**config.mk**
```make
export PLATFORM = sky130hd
export DESIGN_NAME = seeprom_rd_ctrl
export DESIGN_NICKNAME = d
export VERILOG_FILES = /design/src/rtl/seeprom_pkg.sv /design/src/rtl/seeprom_pace.sv /design/src/rtl/seeprom_shift.sv /design/src/rtl/seeprom_track.sv /design/src/rtl/seeprom_rd_ctrl.sv
export SDC_FILE = /design/constraint.sdc
export NUM_CORES = 1
export LEC_CHECK = 0
export ABC_AREA = 1
export BUFFER_PORTS_ARGS = -buffer_cell sky130_fd_sc_hd__buf_2
export CORE_MARGIN = 10
export CORE_UTILIZATION = 25
export DETAILED_ROUTE_END_ITERATION = 12
export SYNTH_ARGS = -nofsm -noshare
export SYNTH_HDL_FRONTEND = slang
export SYNTH_HIERARCHICAL = 1
export SYNTH_SLANG_ARGS = --single-unit
```
**constraint.sdc**
```tcl
create_clock -name clk -period 3.4 [get_ports clk]
set_input_delay 0.68 -clock clk [delete_from_list [all_inputs] [get_ports clk]]
set_output_delay 0.68 -clock clk [all_outputs]
set_load 0.03 [all_outputs]
```
**src/rtl/seeprom_pkg.sv**
```systemverilog
// Shared definitions for the serial EEPROM read controller.
// Assumes an 8-bit opcode field on the serial bus.
package seeprom_pkg;

    // Sequencer states; the pin levels are decoded from these.
    typedef enum logic [2:0] {
        ST_IDLE,    // waiting for a request
        ST_WAKE,    // deselected clock pulses after reset
        ST_SEL,     // chip selected, clock low, settle
        ST_BLO,     // clock-low phase of one bit
        ST_BHI,     // clock-high phase of one bit
        ST_END,     // deselect after the last bit
        ST_GAP,     // idle spacing between transactions
        ST_DONE     // one-cycle completion
    } seq_state_t;

    localparam int          OPC_W      = 8;
    localparam logic [7:0]  OPC_READ   = 8'h03;
    localparam logic [7:0]  OPC_STATUS = 8'h05;

endpackage

```
**src/rtl/seeprom_pace.sv**
```systemverilog
// Phase timer: one down-counter that every sequencer state uses to
// time its length. A load of HALF_CYC or GAP_CYC makes the state last
// exactly that many cycles; expired_o is high in its final cycle.
// Assumes HALF_CYC >= 1 and GAP_CYC >= 1.
module seeprom_pace #(
    parameter int HALF_CYC = 1250,
    parameter int GAP_CYC  = 1250
) (
    input  logic clk,
    input  logic rst_n,
    input  logic load_half_i,
    input  logic load_gap_i,
    output logic expired_o
);
    localparam int MAXV = (HALF_CYC > GAP_CYC) ? HALF_CYC : GAP_CYC;
    localparam int CW   = (MAXV > 1) ? $clog2(MAXV + 1) : 1;
    localparam logic [CW-1:0] HALF_LD = CW'(HALF_CYC - 1);
    localparam logic [CW-1:0] GAP_LD  = CW'(GAP_CYC - 1);

    logic [CW-1:0] cnt_q;

    // Reload on a state change, otherwise count down and hold at zero.
    always_ff @(posedge clk) begin
        if (!rst_n) begin
            cnt_q <= '0;
        end else if (load_gap_i) begin
            cnt_q <= GAP_LD;
        end else if (load_half_i) begin
            cnt_q <= HALF_LD;
        end else if (cnt_q != '0) begin
            cnt_q <= cnt_q - 1'b1;
        end
    end

    assign expired_o = (cnt_q == '0);

endmodule

```
**src/rtl/seeprom_shift.sv**
```systemverilog
// Serial shift paths: a transmit word (opcode plus address) shifted out
// MSB first, and a receive register filled MSB first. Each path also
// exposes its next value so that the pins can be driven from registers.
module seeprom_shift #(
    parameter int TX_W   = 16,
    parameter int DATA_W = 8
) (
    input  logic              clk,
    input  logic              rst_n,
    input  logic              load_i,
    input  logic [TX_W-1:0]   load_word_i,
    input  logic              tx_shift_i,
    input  logic              rx_shift_i,
    input  logic              miso_i,
    output logic              tx_msb_next_o,
    output logic [DATA_W-1:0] rx_next_o
);
    logic [TX_W-1:0]   tx_q, tx_d;
    logic [DATA_W-1:0] rx_q, rx_d;

    // Next transmit word: a fresh load, or a shift with zero fill.
    always_comb begin
        tx_d = tx_q;
        if (load_i) begin
            tx_d = load_word_i;
        end else if (tx_shift_i) begin
            tx_d = {tx_q[TX_W-2:0], 1'b0};
        end
    end

    // Next receive byte: cleared per transaction, MSB-first fill.
    always_comb begin
        rx_d = rx_q;
        if (load_i) begin
            rx_d = '0;
        end else if (rx_shift_i) begin
            rx_d = {rx_q[DATA_W-2:0], miso_i};
        end
    end

    // Register both shift paths.
    always_ff @(posedge clk) begin
        if (!rst_n) begin
            tx_q <= '0;
            rx_q <= '0;
        end else begin
            tx_q <= tx_d;
            rx_q <= rx_d;
        end
    end

    assign tx_msb_next_o = tx_d[TX_W-1];
    assign rx_next_o     = rx_d;

endmodule

```
**src/rtl/seeprom_track.sv**
```systemverilog
// Request bookkeeping: the current EEPROM address and the number of
// bytes still to fetch. The address wraps at the top of its range.
module seeprom_track #(
    parameter int ADDR_W = 8,
    parameter int CNT_W  = 9
) (
    input  logic              clk,
    input  logic              rst_n,
    input  logic              accept_i,
    input  logic [ADDR_W-1:0] offset_i,
    input  logic [CNT_W-1:0]  count_i,
    input  logic              step_i,
    output logic [ADDR_W-1:0] addr_o,
    output logic              last_o
);
    logic [ADDR_W-1:0] addr_q;
    logic [CNT_W-1:0]  left_q;

    // Latch a new request, or advance one byte after a transaction.
    always_ff @(posedge clk) begin
        if (!rst_n) begin
            addr_q <= '0;
            left_q <= '0;
        end else if (accept_i) begin
            addr_q <= offset_i;
            left_q <= count_i;
        end else if (step_i) begin
            addr_q <= addr_q + 1'b1;
            left_q <= left_q - 1'b1;
        end
    end

    assign addr_o = addr_q;
    assign last_o = (left_q == CNT_W'(1));

endmodule

```
**src/rtl/seeprom_rd_ctrl.sv**
```systemverilog
// Serial EEPROM byte-read controller (top).
// Fetches count_i bytes from offset_i, one select/opcode/address/data
// transaction per byte, or a single status byte when status_i is set.
// Pins are registered and decoded from the next sequencer state.
// Assumes spi_miso_i is stable across each clock-high phase.
module seeprom_rd_ctrl
    import seeprom_pkg::*;
#(
    parameter int HALF_CYC    = 1250,
    parameter int GAP_CYC     = 1250,
    parameter int WAKE_PULSES = 2,
    parameter int ADDR_W      = 8,
    parameter int DATA_W      = 8,
    parameter int CNT_W       = 9
) (
    input  logic              clk,
    input  logic              rst_n,
    input  logic              start_i,
    input  logic              status_i,
    input  logic [ADDR_W-1:0] offset_i,
    input  logic [CNT_W-1:0]  count_i,
    output logic              busy_o,
    output logic              done_o,
    output logic [DATA_W-1:0] rd_data_o,
    output logic              rd_valid_o,
    output logic              spi_cs_n_o,
    output logic              spi_sck_o,
    output logic              spi_mosi_o,
    input  logic              spi_miso_i
);
    localparam int TX_W    = OPC_W + ADDR_W;
    localparam int FRAME_W = OPC_W + ADDR_W + DATA_W;
    localparam int BIT_W   = $clog2(FRAME_W);
    localparam int WAKE_W  = (2 * WAKE_PULSES > 2) ? $clog2(2 * WAKE_PULSES) : 1;
    localparam logic [WAKE_W-1:0] WAKE_LAST   = WAKE_W'(2 * WAKE_PULSES - 1);
    localparam logic [BIT_W-1:0]  RD_FIRST    = BIT_W'(OPC_W + ADDR_W);
    localparam logic [BIT_W-1:0]  RD_LAST     = BIT_W'(FRAME_W - 1);
    localparam logic [BIT_W-1:0]  ST_FIRST    = BIT_W'(OPC_W);
    localparam logic [BIT_W-1:0]  ST_LAST     = BIT_W'(OPC_W + DATA_W - 1);

    seq_state_t        state_q, state_d;
    logic [WAKE_W-1:0] wake_idx_q, wake_idx_d;
    logic [BIT_W-1:0]  bit_idx_q;
    logic              woken_q;
    logic              op_status_q;

    logic              load_half, load_gap, expired;
    logic              accept, wake_adv, set_woken;
    logic              tx_load, tx_shift, rx_shift, bit_adv, emit, step;
    logic [ADDR_W-1:0] cur_addr;
    logic              last_byte;
    logic [TX_W-1:0]   tx_word;
    logic              tx_msb_next;
    logic [DATA_W-1:0] rx_next;
    logic [BIT_W-1:0]  first_data, last_bit;

    logic              cs_n_q, sck_q, mosi_q, valid_q, done_q;
    logic [DATA_W-1:0] data_q;

    seeprom_pace #(
        .HALF_CYC (HALF_CYC),
        .GAP_CYC  (GAP_CYC)
    ) u_pace (
        .clk         (clk),
        .rst_n       (rst_n),
        .load_half_i (load_half),
        .load_gap_i  (load_gap),
        .expired_o   (expired)
    );

    seeprom_track #(
        .ADDR_W (ADDR_W),
        .CNT_W  (CNT_W)
    ) u_track (
        .clk      (clk),
        .rst_n    (rst_n),
        .accept_i (accept),
        .offset_i (offset_i),
        .count_i  (count_i),
        .step_i   (step),
        .addr_o   (cur_addr),
        .last_o   (last_byte)
    );

    seeprom_shift #(
        .TX_W   (TX_W),
        .DATA_W (DATA_W)
    ) u_shift (
        .clk           (clk),
        .rst_n         (rst_n),
        .load_i        (tx_load),
        .load_word_i   (tx_word),
        .tx_shift_i    (tx_shift),
        .rx_shift_i    (rx_shift),
        .miso_i        (spi_miso_i),
        .tx_msb_next_o (tx_msb_next),
        .rx_next_o     (rx_next)
    );

    // Frame shape for the operation in progress.
    always_comb begin
        first_data = op_status_q ? ST_FIRST : RD_FIRST;
        last_bit   = op_status_q ? ST_LAST  : RD_LAST;
        tx_word    = op_status_q ? {OPC_STATUS, {ADDR_W{1'b0}}}
                                 : {OPC_READ, cur_addr};
    end

    // Sequencer next state and per-transition strobes.
    always_comb begin
        state_d   = state_q;
        load_half = 1'b0;
        load_gap  = 1'b0;
        accept    = 1'b0;
        wake_adv  = 1'b0;
        set_woken = 1'b0;
        tx_load   = 1'b0;
        tx_shift  = 1'b0;
        rx_shift  = 1'b0;
        bit_adv   = 1'b0;
        emit      = 1'b0;
        step      = 1'b0;
        case (state_q)
            ST_IDLE: begin
                if (start_i) begin
                    accept = 1'b1;
                    if (!status_i && (count_i == '0)) begin
                        state_d = ST_DONE;
                    end else if (!woken_q) begin
                        state_d   = ST_WAKE;
                        load_half = 1'b1;
                    end else begin
                        state_d   = ST_SEL;
                        load_half = 1'b1;
                    end
                end
            end
            ST_WAKE: begin
                if (expired) begin
                    load_half = 1'b1;
                    if (wake_idx_q == WAKE_LAST) begin
                        set_woken = 1'b1;
                        state_d   = ST_SEL;
                    end else begin
                        wake_adv = 1'b1;
                    end
                end
            end
            ST_SEL: begin
                if (expired) begin
                    tx_load   = 1'b1;
                    load_half = 1'b1;
                    state_d   = ST_BLO;
                end
            end
            ST_BLO: begin
                if (expired) begin
                    load_half = 1'b1;
                    state_d   = ST_BHI;
                end
            end
            ST_BHI: begin
                if (expired) begin
                    tx_shift  = 1'b1;
                    rx_shift  = (bit_idx_q >= first_data);
                    load_half = 1'b1;
                    if (bit_idx_q == last_bit) begin
                        emit    = 1'b1;
                        state_d = ST_END;
                    end else begin
                        bit_adv = 1'b1;
                        state_d = ST_BLO;
                    end
                end
            end
            ST_END: begin
                if (expired) begin
                    if (op_status_q || last_byte) begin
                        state_d = ST_DONE;
                    end else begin
                        step     = 1'b1;
                        load_gap = 1'b1;
                        state_d  = ST_GAP;
                    end
                end
            end
            ST_GAP: begin
                if (expired) begin
                    load_half = 1'b1;
                    state_d   = ST_SEL;
                end
            end
            ST_DONE: begin
                state_d = ST_IDLE;
            end
            default: begin
                state_d = ST_IDLE;
            end
        endcase
    end

    // Next wake-pulse phase index.
    always_comb begin
        wake_idx_d = wake_idx_q;
        if (accept) begin
            wake_idx_d = '0;
        end else if (wake_adv) begin
            wake_idx_d = wake_idx_q + 1'b1;
        end
    end

    // Sequencer state, counters and request flags.
    always_ff @(posedge clk) begin
        if (!rst_n) begin
            state_q     <= ST_IDLE;
            wake_idx_q  <= '0;
            bit_idx_q   <= '0;
            woken_q     <= 1'b0;
            op_status_q <= 1'b0;
        end else begin
            state_q    <= state_d;
            wake_idx_q <= wake_idx_d;
            if (accept) begin
                op_status_q <= status_i;
            end
            if (set_woken) begin
                woken_q <= 1'b1;
            end
            if (tx_load) begin
                bit_idx_q <= '0;
            end else if (bit_adv) begin
                bit_idx_q <= bit_idx_q + 1'b1;
            end
        end
    end

    // Registered pins decoded from the next state.
    always_ff @(posedge clk) begin
        if (!rst_n) begin
            cs_n_q <= 1'b1;
            sck_q  <= 1'b0;
            mosi_q <= 1'b0;
        end else begin
            cs_n_q <= !((state_d == ST_SEL) || (state_d == ST_BLO) ||
                        (state_d == ST_BHI));
            sck_q  <= (state_d == ST_BHI) ||
                      ((state_d == ST_WAKE) && !wake_idx_d[0]);
            mosi_q <= ((state_d == ST_BLO) || (state_d == ST_BHI)) &&
                      tx_msb_next;
        end
    end

    // Byte strobe and completion pulse.
    always_ff @(posedge clk) begin
        if (!rst_n) begin
            data_q  <= '0;
            valid_q <= 1'b0;
            done_q  <= 1'b0;
        end else begin
            valid_q <= emit;
            done_q  <= (state_d == ST_DONE);
            if (emit) begin
                data_q <= rx_next;
            end
        end
    end

    assign busy_o     = (state_q != ST_IDLE);
    assign done_o     = done_q;
    assign rd_data_o  = data_q;
    assign rd_valid_o = valid_q;
    assign spi_cs_n_o = cs_n_q;
    assign spi_sck_o  = sck_q;
    assign spi_mosi_o = mosi_q;

endmodule

```
# Word level (Yosys, flattened, before mapping)
# Cells that the tools add are included.
# op_classes
n_addsub,5
multipliers,0
div,0
magnitude_cmp,1
n_eq_ne,15
shifts,0
n_mux,54
bitwise,1
n_reduce_logical,23
# op_table
cell,count
$mux 11,4
$mux 16,2
$mux 8,4
$mux 3,10
$mux 1,27
$pmux 3 s8,1
$eq 3x3->1 const B,6
$mux 9,2
$eq 3x2->1 const B,4
$logic_not 11->1,1
$reduce_bool 11->1,1
$sub 11x1->11 const B,1
$mux 5,2
$eq 9x1->1 const B,1
$logic_not 9->1,1
$sub 9x1->9 const B,1
$add 8x1->8 const B,1
$eq 3x1->1 const B,2
$reduce_bool 3->1,2
$add 5x1->5 const B,1
$eq 5x5->1,1
$ge 5x5->1,1
$logic_or 1x1->1,5
$reduce_or 5->1,1
11 further kinds,17
# totals
reg_bits,77
latch_bits,0
ram_bits,0
mem_bits_ro,0
input_bits,22
output_inout_bits,14
mem_count,0

# Logic depth before layout (Yosys ltp)
# depth
ltp_word,9
depth_mapped,19
mapped_depth_nobuf,16

# Modules after synthesis
# Netlist, hierarchy kept.
# modules_own_cells
module,n_inst,cells_each,area_per_inst_um2
seeprom_rd_ctrl,1,217,1402.6
seeprom_shift,1,166,1128.6
seeprom_track,1,156,1069.8
seeprom_pace,1,86,625.6

# Worst setup path before layout
# OpenSTA, ideal clock, no wires.
# synth_path
path_type,flip-flop to flip-flop
from,reg u_pace.cnt_q[0]
to,reg u_track.left_q[5]
setup_time_ps,70
arrival_ps,2228
required_ps,3330
slack_ps,1102
path_stages_with_launch,15
cell_sequence,dfxtp_1 > inv_1 > ha_1 > nand2_2 > nor2_4 > nand3_4 > clkinv_4 > buf_2 > nand2_1 > nor2_1 > inv_2 > nor2_4 > buf_6 > nand3_1 > a21oi_1
# synth_between
elab_chain_len,4
# synth_rtl
item,line,rtl
from (decl),seeprom_pace.sv:20,logic [CW-1:0] cnt_q;
from (signal assigned),seeprom_pace.sv:31,cnt_q <= cnt_q - 1'b1;
$logic_not 11->1,seeprom_pace.sv:35,assign expired_o = (cnt_q == '0);
net expired,seeprom_rd_ctrl.sv:47,"logic load_half, load_gap, expired;"
$mux 1 (2 in series),-,
net load_gap,seeprom_rd_ctrl.sv:47,
$reduce_bool 2->1 (no source line),-,
to (signal assigned),seeprom_track.sv:26,left_q <= count_i;
to (signal assigned),seeprom_track.sv:29,left_q <= left_q - 1'b1;
to (decl),seeprom_track.sv:17,logic [CNT_W-1:0] left_q;
# The timed path passes the listed nets, and every way through them passes these cells.
# A chain may end at the register's enable or synchronous reset.

# Final worst setup path
# layout_path
from,reg u_pace.cnt_q[0]
to,"reg mosi_q, in the netlist spi_mosi_o"
# layout_between
elab_chain_len,6
# layout_rtl
item,line,rtl
$logic_not 11->1,seeprom_pace.sv:35,
net expired,seeprom_rd_ctrl.sv:47,
$mux 1,seeprom_rd_ctrl.sv:162,if (expired) begin
$mux 1,seeprom_rd_ctrl.sv:122,case (state_q)
net tx_shift,seeprom_rd_ctrl.sv:49,"logic tx_load, tx_shift, rx_shift, bit_adv, emit, step;"
$mux 16,seeprom_shift.sv:26,end else if (tx_shift_i) begin
$mux 16,seeprom_shift.sv:24,if (load_i) begin
net tx_msb_next,seeprom_rd_ctrl.sv:53,logic tx_msb_next;
$logic_and 1x1->1,seeprom_rd_ctrl.sv:247,mosi_q <= ((state_d == ST_BLO) || (state_d == ST_BHI)) &&
to (signal assigned),seeprom_rd_ctrl.sv:247,
to (decl),seeprom_rd_ctrl.sv:57,"logic cs_n_q, sck_q, mosi_q, valid_q, done_q;"
# The timed path passes the listed nets, and every way through them passes these cells. The select of a mux whose other input is x is not followed.

==> impl_metrics.json <==
{
  "wl_um": 9610,
  "worst_path_max_delay_cell": "inv_1",
  "multiInputGateArea_sq_um": 2170,
  "cts_resized": 0,
  "clockRootBuffer": "clkbuf_16",
  "fin_crit_ns": 2.65,
  "grt_setup_unrepaired": "false",
  "first_pass_iters": 4,
  "num_antenna_cells": 0,
  "cts_setup_buffers": 0,
  "vdd_drop_max_uv": 286,
  "drc": 0,
  "rows": 47,
  "most-common-layout-cells": "nand2_1, nor2_1, inv_1",
  "max_slew.worst_pin.slew_ns": 0.716,
  "avgSynthCellArea_sq_um": 6.76,
  "clkSlewWorstSetupHoldPaths_ns": 0.05,
  "crit_cells": 16,
  "path_cells": "inv_1 -> ha_1 -> nand2_2 -> nor2_4 -> nand3_4 -> clkinv_4 -> nand4_4 -> inv_1 -> nor2_8 -> nand2_1 -> nand3_1 -> inv_1 -> nand2_1 -> inv_1 -> nand2_1 -> nor2_1",
  "overflow": 0,
  "hold_viol": 0,
  "dieArea_sq_um": 22500,
  "grt_util_all_layers": 0.0892,
  "grt_pass1_wl_um": 16400,
  "p_leak_uw": 0.00223,
  "synth_area_leaders": "dfxtp_1, nand2_1, nor2_1",
  "yosysTopAreaCell": "dfxtp_1",
  "min_path_cells": 2,
  "instances_no_fill": 884,
  "drtIter0Drc": 232,
  "postRouteAntennaNets": 0,
  "netlist_area_sq_um": 4230,
  "tns_ns": 0,
  "ys_types": 42,
  "initial_core_util": 0.255,
  "cts_buffers": 9,
  "grt_pass1_vias": 3545,
  "synth_top_area_share": 0.365,
  "skew_ns": 0.00962,
  "power_density_nw_per_um2": 710,
  "holdBufCountCts": 0,
  "crit_required_ns": 3.67,
  "setup_viol_count_final": 0,
  "postSynthCellCount": 625,
  "status": "completed",
  "insertion_delay_ns": 0.34,
  "io_buffers": 35,
  "crit_family": "simple AND/OR/NAND/NOR gates",
  "gp_congestion": 0.864,
  "synth-seq-cells": 77,
  "via_per_inst": 4.30,
  "crit_type": "reg2reg",
  "wl_per_cell_um": 10.9,
  "io_pins": 36,
  "cts_tree": "done",
  "nFillCells": 1849,
  "yosysWarnings": 6,
  "worstPathMaxFanout": 16,
  "relSlewSlack": 0.522,
  "clk_path_buf_depth": 2,
  "power.total_uw": 3430,
  "fin_nets": 690,
  "die_w_um": 150,
  "ctsHtreeMaxLevel": 3,
  "vias": 3805,
  "crit_buf_inv": 5,
  "maxCapViolations": 0,
  "die-height_um": 150,
  "max_freq_mhz": 377,
  "period_share": 0.780,
  "final_common_cell": "nand2_1",
  "antenna_found_initial": 0,
  "arrival_ns": 2.92,
  "synthToLayoutAreaGrowth_pct": 14.5,
  "drv_slew": 0,
  "grt_max_degree": 25,
  "cp-start-kind": "flip-flop",
  "clkSinkCount": 77,
  "ff_latch_area_sq_um": 1540,
  "cpPeakStageDelay_ns": 0.47,
  "hp-class": "reg2reg",
  "drive_gt1_frac": 0.128,
  "hpwl_um": 7120,
  "crit_path_frequent_cell": "inv_1",
  "seq_area_frac_synth": 0.365,
  "place_inst": 868,
  "coreArea_sq_um": 16600,
  "cp-end-kind": "flip-flop",
  "r2r_cells": 16
}
==> logic make-up (layout without fill, tap and decap cells) <==
| logic type | Yosys count | after routing | share of synthesized area |
|---|---|---|---|
| other | 2 | 6 | 0.00178 |
| and+or+nand+nor | 328 | 328 | 0.357 |
| xor gates and xnor gates | 6 | 6 | 0.0124 |
| adders and majority gates | 9 | 9 | 0.0266 |
| DFF | 77 | 77 | 0.365 |
| buffers and inverters | 118 | 153 | 0.125 |
| AOI/OAI and AO/OA | 85 | 85 | 0.112 |
==> cell type report <==
| class | count | share of cell area |
|---|---|---|
| Clock buffer | 15 | 0.0553 |
| Clock inverter | 1 | 0.00103 |
| Inverter | 98 | 0.0770 |
| Multi-Input combinational cell | 434 | 0.449 |
| Sequential cell | 77 | 0.318 |
| Tap cell | 220 | 0.0569 |
| Timing Repair Buffer | 39 | 0.0424 |
==> per-layer routing <==
layer	global-route usage	part of all wire	vias to the layer above
met5	0	0	-
met4	0.0350	0.016	0
met3	0.0296	0.039	9
met2	0.141	0.46	43
met1	0.109	0.48	1695
li1	-	-	2058
==> final timing paths <==
kind	startpoint	to	slack, ns
worst min register to register	wake_idx_q[1]$_SDFFE_PP0P_	wake_idx_q[1]$_SDFFE_PP0P_	0.45
worst max register to register	u_pace/cnt_q[0]$_SDFFE_PN0P_	spi_mosi_o$_SDFF_PN0_	0.75
worst min-delay path	wake_idx_q[1]$_SDFFE_PP0P_	wake_idx_q[1]$_SDFFE_PP0P_	0.45
worst max-delay path	u_pace/cnt_q[0]$_SDFFE_PN0P_	spi_mosi_o$_SDFF_PN0_	0.75
==> Yosys cell counts, drive strengths merged <==
cell type	n
a211oi	1
a21boi	1
a21oi	31
a22oi	10
a31oi	3
buf	16
clkbuf	4
clkinv	3
conb	2
dfxtp	77
ha	9
inv	95
nand2	132
nand3	67
nand3b	1
nand4	10
nor2	103
nor3	13
nor4	1
o211ai	2
o21a	1
o21ai	34
o21bai	2
or2	1
xnor2	2
xor2	4
==> stage by stage <==
stage / area, sq um / hold slack (ns) / util / setup WS (ns)
finish: 4840 / 0.453 / 0.292 / 0.749
global route: 4840 / 0.463 / 0.292 / 0.464
CTS: 4840 / 0.454 / 0.292 / 0.737
detailed placement: 4570 / 0.446 / 0.275 / 0.744
global placement: 4570 / 0.444 / 0.275 / 0.861
floorplan: 4240 / 0.428 / - / 1.10
==> worst reg2reg max path, delay by kind of cell, from the launching register on <==
kind / cells / cell delay, ns
simple gates: 10 / 1.07
fa+ha+maj: 1 / 0.26
buf+inv: 5 / 0.93
flops: 1 / 0.32
==> report_power, final <==
group          switching (uW)  total, uW  internal, uW
Clock                     352        886           534
Combinational             871       1320           451
Sequential                176       1230          1050
==> state kept, by name, indices dropped and copies added (netlist names) <==
name / cells
u_shift/tx_q: 16
u_pace/cnt_q: 11
u_track/left_q: 9
rd_data_o: 8
u_shift/rx_q: 8
u_track/addr_o: 8
bit_idx_q: 5
state_q: 3
wake_idx_q: 2
done_o: 1
op_status_q: 1
rd_valid_o: 1
spi_cs_n_o: 1
spi_mosi_o: 1
spi_sck_o: 1
woken_q: 1
Note: power is estimated with default switching activity, not from simulation.
